<file path="config.mk">
export PLATFORM = sky130hd
export DESIGN_NAME = rtc_prescaler_top
export DESIGN_NICKNAME = d
export VERILOG_FILES = /design/src/rtl/rtc_presc_pkg.sv /design/src/rtl/rtc_presc_cfg.sv /design/src/rtl/rtc_presc_astage.sv /design/src/rtl/rtc_presc_sstage.sv /design/src/rtl/rtc_prescaler_top.sv
export SDC_FILE = /design/constraint.sdc
export NUM_CORES = 1
export LEC_CHECK = 0
export ABC_AREA = 1
export BUFFER_PORTS_ARGS = -buffer_cell sky130_fd_sc_hd__buf_4
export CAP_MARGIN = 15
export CORE_ASPECT_RATIO = 0.6
export CORE_MARGIN = 4
export CORE_UTILIZATION = 30
export CTS_CLUSTER_SIZE = 12
export DETAILED_ROUTE_END_ITERATION = 6
export GPL_ROUTABILITY_DRIVEN = 0
export PLACE_DENSITY_LB_ADDON = 0.12
export SYNTH_ARGS = -nofsm -noshare
export SYNTH_HDL_FRONTEND = slang
export SYNTH_SLANG_ARGS = --single-unit
</file>
<file path="constraint.sdc">
create_clock -name clk_i -period 2.9 [get_ports clk_i]
set_clock_uncertainty 0.2 [all_clocks]
set_input_delay 0.29 -clock clk_i [delete_from_list [all_inputs] [get_ports clk_i]]
set_output_delay 0.29 -clock clk_i [all_outputs]
set_load 0.02 [all_outputs]
</file>
<file path="src/rtl/rtc_presc_pkg.sv">
package rtc_presc_pkg;
    localparam int ADIV_W     = 7;
    localparam int SDIV_W     = 15;
    localparam int SS_OUT_W   = 16;
    localparam int ADIV_RESET = 127;
    localparam int SDIV_RESET = 255;
endpackage

</file>
<file path="src/rtl/rtc_presc_cfg.sv">
module rtc_presc_cfg #(
    parameter int AW    = rtc_presc_pkg::ADIV_W,
    parameter int SW    = rtc_presc_pkg::SDIV_W,
    parameter int A_RST = rtc_presc_pkg::ADIV_RESET,
    parameter int S_RST = rtc_presc_pkg::SDIV_RESET
) (
    input  logic          clk_i,
    input  logic          rst_ni,
    input  logic          load_i,
    input  logic [AW-1:0] adiv_i,
    input  logic [SW-1:0] sdiv_i,
    output logic [AW-1:0] adiv_o,
    output logic [SW-1:0] sdiv_o
);
    typedef struct packed {
        logic [AW-1:0] adiv;
        logic [SW-1:0] sdiv;
    } cfg_t;

    localparam cfg_t CFG_RST = '{adiv: AW'(A_RST), sdiv: SW'(S_RST)};

    cfg_t cfg_d, cfg_q;

    always_comb begin
        cfg_d = cfg_q;
        if (load_i) begin
            cfg_d.adiv = adiv_i;
            cfg_d.sdiv = sdiv_i;
        end
    end

    always_ff @(posedge clk_i or negedge rst_ni) begin
        if (!rst_ni) cfg_q <= CFG_RST;
        else         cfg_q <= cfg_d;
    end

    assign adiv_o = cfg_q.adiv;
    assign sdiv_o = cfg_q.sdiv;
endmodule

</file>
<file path="src/rtl/rtc_presc_astage.sv">
module rtc_presc_astage #(
    parameter int AW = rtc_presc_pkg::ADIV_W
) (
    input  logic          clk_i,
    input  logic          rst_ni,
    input  logic          load_i,
    input  logic [AW-1:0] adiv_i,
    output logic          tick_o
);
    typedef struct packed {
        logic [AW-1:0] cnt;
    } ast_t;

    ast_t st_d, st_q;
    logic at_end;

    assign at_end = (st_q.cnt == adiv_i);

    always_comb begin
        st_d = st_q;
        if (load_i || at_end) st_d.cnt = '0;
        else                  st_d.cnt = st_q.cnt + 1'b1;
    end

    always_ff @(posedge clk_i or negedge rst_ni) begin
        if (!rst_ni) st_q <= '0;
        else         st_q <= st_d;
    end

    assign tick_o = at_end;
endmodule

</file>
<file path="src/rtl/rtc_presc_sstage.sv">
module rtc_presc_sstage #(
    parameter int SW    = rtc_presc_pkg::SDIV_W,
    parameter int S_RST = rtc_presc_pkg::SDIV_RESET
) (
    input  logic          clk_i,
    input  logic          rst_ni,
    input  logic          load_i,
    input  logic [SW-1:0] load_val_i,
    input  logic [SW-1:0] reload_i,
    input  logic          en_i,
    output logic [SW-1:0] count_o,
    output logic          tick_o
);
    typedef struct packed {
        logic [SW-1:0] ss;
    } sst_t;

    sst_t st_d, st_q;
    logic ss_zero;

    assign ss_zero = (st_q.ss == '0);

    always_comb begin
        st_d = st_q;
        if (load_i) begin
            st_d.ss = load_val_i;
        end else if (en_i) begin
            if (ss_zero) st_d.ss = reload_i;
            else         st_d.ss = st_q.ss - 1'b1;
        end
    end

    always_ff @(posedge clk_i or negedge rst_ni) begin
        if (!rst_ni) st_q.ss <= SW'(S_RST);
        else         st_q    <= st_d;
    end

    assign count_o = st_q.ss;
    assign tick_o  = en_i && ss_zero;
endmodule

</file>
<file path="src/rtl/rtc_prescaler_top.sv">
module rtc_prescaler_top #(
    parameter int ADIV_W   = rtc_presc_pkg::ADIV_W,
    parameter int SDIV_W   = rtc_presc_pkg::SDIV_W,
    parameter int SS_OUT_W = rtc_presc_pkg::SS_OUT_W,
    parameter int A_RST    = rtc_presc_pkg::ADIV_RESET,
    parameter int S_RST    = rtc_presc_pkg::SDIV_RESET
) (
    input  logic                clk_i,
    input  logic                rst_ni,
    input  logic [ADIV_W-1:0]   async_div_i,
    input  logic [SDIV_W-1:0]   sync_div_i,
    input  logic                cfg_load_i,
    output logic                apre_tick_o,
    output logic                spre_tick_o,
    output logic [SS_OUT_W-1:0] subsec_o
);
    localparam int PAD_W = SS_OUT_W - SDIV_W;

    logic [ADIV_W-1:0] adiv_q;
    logic [SDIV_W-1:0] sdiv_q;
    logic [SDIV_W-1:0] ss_cnt;
    logic              apre_en;

    rtc_presc_cfg #(
        .AW(ADIV_W), .SW(SDIV_W), .A_RST(A_RST), .S_RST(S_RST)
    ) u_cfg (
        .clk_i (clk_i),
        .rst_ni(rst_ni),
        .load_i(cfg_load_i),
        .adiv_i(async_div_i),
        .sdiv_i(sync_div_i),
        .adiv_o(adiv_q),
        .sdiv_o(sdiv_q)
    );

    rtc_presc_astage #(.AW(ADIV_W)) u_astage (
        .clk_i (clk_i),
        .rst_ni(rst_ni),
        .load_i(cfg_load_i),
        .adiv_i(adiv_q),
        .tick_o(apre_en)
    );

    rtc_presc_sstage #(.SW(SDIV_W), .S_RST(S_RST)) u_sstage (
        .clk_i     (clk_i),
        .rst_ni    (rst_ni),
        .load_i    (cfg_load_i),
        .load_val_i(sync_div_i),
        .reload_i  (sdiv_q),
        .en_i      (apre_en),
        .count_o   (ss_cnt),
        .tick_o    (spre_tick_o)
    );

    assign apre_tick_o = apre_en;

    generate
        if (PAD_W > 0) begin : g_pad
            assign subsec_o = {{PAD_W{1'b0}}, ss_cnt};
        end else begin : g_nopad
            assign subsec_o = ss_cnt[SS_OUT_W-1:0];
        end
    endgenerate
endmodule

</file>
==> impl_metrics.ini <==
[critical_path]
critPathArrivalTime_ns = 1.81
cp.required_ns = 2.41
start_kind = register
end_kind = output port
startpoint = u_sstage.count_o[0]
r2r_start = u_cfg.adiv_o[4]
critPathKind = register to output port
crit_fanout = 13

[logic_synthesis]
synth.top_cell.area_share = 0.229
ys_seq_area_frac = 0.428
synth_area_leaders = dfstp_2, nand2_1, dfrtp_1
synth_seq_cells = 44
synth_nets = 392
yosys.area_share.simple = 0.400
synth_top_family_by_area = simple AND/OR/NAND/NOR gates
yosys.area.top_type = dfstp_2
syn_avg_cell_area_um2 = 7.25
synth-compound-area-share = 0.0460
syn_area_um2 = 2640
synthCells = 364
synth.area.mux_share = 0
yosys.area_share.adder = 0.0142
yosysWarnings = 0
synth_xor_area_frac = 0.0299
synth.distinct_cells = 30

[placed_design]
io_buffers = 41
pre_cts_ws_ns = 0.714
dpl.hpwl_um = 5230

[timing]
finalHoldViolCount = 0
worstMarginPinSlew_ns = 0.613
rsz0062_at_grt = false
fin_ws_ns = 0.600
finalCriticalPeriod_ns = 2.30
slew_violations = 0
whs_ns = 0.00694
min_period_over_period = 0.793
setup_violations = 0
maxSlewHeadroom = 0.590
tns_ns = 0
fmax_ghz = 0.435

[detailed_routing]
routedWlPerCell_um = 14.0
ant_nets = 0
first_iter_violations = 132
wl_met1_um = 4030
first_pass_iters = 4
met2_length_um = 2760
top_layer_used = met4
route.met3.wl_um = 384
vias = 2305
routed_wl_um = 7230
vias_per_cell = 4.45
route.detailed.drc = 0

[pwr]
power_mw = 1.89
power_density_nw_per_um2 = 591
ir_worst_vdd_mv = 0.221
leakage_nw = 1.72

[cells_and_area]
fillers = 930
drive_above_1_share = 0.236
layout_commonest_cell = nand2_1
syn_to_final_growth_pct = 21.0
mostFrequentLayoutCells = nand2_1, buf_4, nor2_1
fin_nets = 433
diodes = 0

[grt]
grt_pass1_wl_um = 11900
track_usage = 0.150
grt_pass1_vias = 2249
grt-ovfl-total = 0
grt_antenna_before_repair = 0
grt_max_degree = 45

[clock_tree]
clock_latency_ns = 0.29
cts.clk_slew.worst_paths_ns = 0.06
root_buffer = clkbuf_16
cts_tree = done
cts_buffers = 5
h-tree-depth = 2
clockBufferDepth = 2
cts_resized = 0
cts_sinks = 44

[floorplan]
fp.dieH_um = 80.7
core_um2 = 8520
initial_core_util = 0.310
row_count = 26
num_io_pins = 43
die_x_um = 129
dieArea_um2 = 10400

[worst_hold_path]
min_from = async_div_i[4]
hold_path_class = primary input to register

[run_status]
status = finished, final reports clean

[run]
max_cap_viol_count = 0
## where the power goes
part	switching (mW)	total (mW)	internal [mW]
clock	0.246	0.586	0.340
sequential	0.0923	0.805	0.713
combinational	0.308	0.498	0.190
## final timing paths
| check | end | slack (ns) | depth (start not counted) |
|---|---|---|---|
| min | u_cfg.adiv_o[4] | 0.007 | 3 |
| max | spre_tick_o | 0.60 | 7 |
| min reg2reg | u_cfg.sdiv_o[9] | 0.27 | 2 |
| max reg2reg | u_sstage.count_o[10] | 0.74 | 8 |
| max in group asynchronous | u_astage.st_q[6] | 1.76 | 2 |
| min in group asynchronous | u_cfg.sdiv_o[8] | 0.34 | 2 |
## cell type report
| class | count | area, um2 | share of cell area |
|---|---|---|---|
| multi-input combinational | 273 | 1300 | 0.406 |
| clock inverter | 2 | 10.0 | 0.00313 |
| sequential | 44 | 1130 | 0.354 |
| tap | 112 | 140 | 0.0439 |
| inverter | 36 | 135 | 0.0423 |
| clock buffer | 6 | 139 | 0.0435 |
| timing repair buffer | 45 | 345 | 0.108 |
## what timing repair did
| action | 4_1_cts | 5_1_grt |
|---|---|---|
| setup buffers | 0 | 0 |
| hold buffers | 3 | 0 |
| endpoints found under the hold margin | 23 | 0 |
## cell usage after synthesis
cell type	instances
dfrtp_1	21
clkbuf_1	2
nand2_4	4
xor2_1	6
ha_1	3
nor2_2	3
o211ai_2	1
a21oi_2	1
nand3_1	22
nand3_2	6
nand4_1	3
buf_6	1
nor2_1	36
nor2_8	1
buf_4	4
inv_1	35
nor2_4	3
o21ai_0	10
o21ai_1	3
nand2_1	155
a21oi_1	7
conb_1	1
nand3b_1	1
nor3_1	1
inv_2	1
xnor2_1	3
dfstp_2	23
buf_2	3
buf_8	1
nand2_2	3
## metrics by stage
step                 util  area, um2  cells
CTS                 0.375       3200    518
floorplan               -       2640    364
finish              0.375       3200    518
global route        0.375       3200    518
detailed placement  0.354       3020    507
global placement    0.354       3020    507
## critical path, stage by stage (launching register included)
cell     delay (ns)
dfstp_2        0.61
inv_1          0.11
ha_1           0.23
nand3_2        0.09
nor2_4         0.05
nand2_4        0.18
nor2_1         0.08
buf_4          0.16
## per-layer routing
| layer | global-route usage | vias to the layer above |
|---|---|---|
| met2 | 0.206 | 46 |
| met4 | 0.0335 | 0 |
| li1 | - | 1200 |
| met3 | 0.0352 | 5 |
| met5 | 0 | - |
| met1 | 0.233 | 1054 |
## cell families after synthesis
| kind of cell | after synthesis |
|---|---|
| fa+ha+maj | 3 |
| simple gates | 238 |
| compound gates | 22 |
| other cells | 1 |
| xor+xnor | 9 |
| flops | 44 |
| buf+inv | 47 |
## sequential cells by signal, indices dropped and copies added (netlist names)
register	count
u_cfg.adiv_o	7
u_astage.st_q	7
u_cfg.sdiv_o	15
u_sstage.count_o	15
No activity file was read; power rests on OpenSTA's default activity.
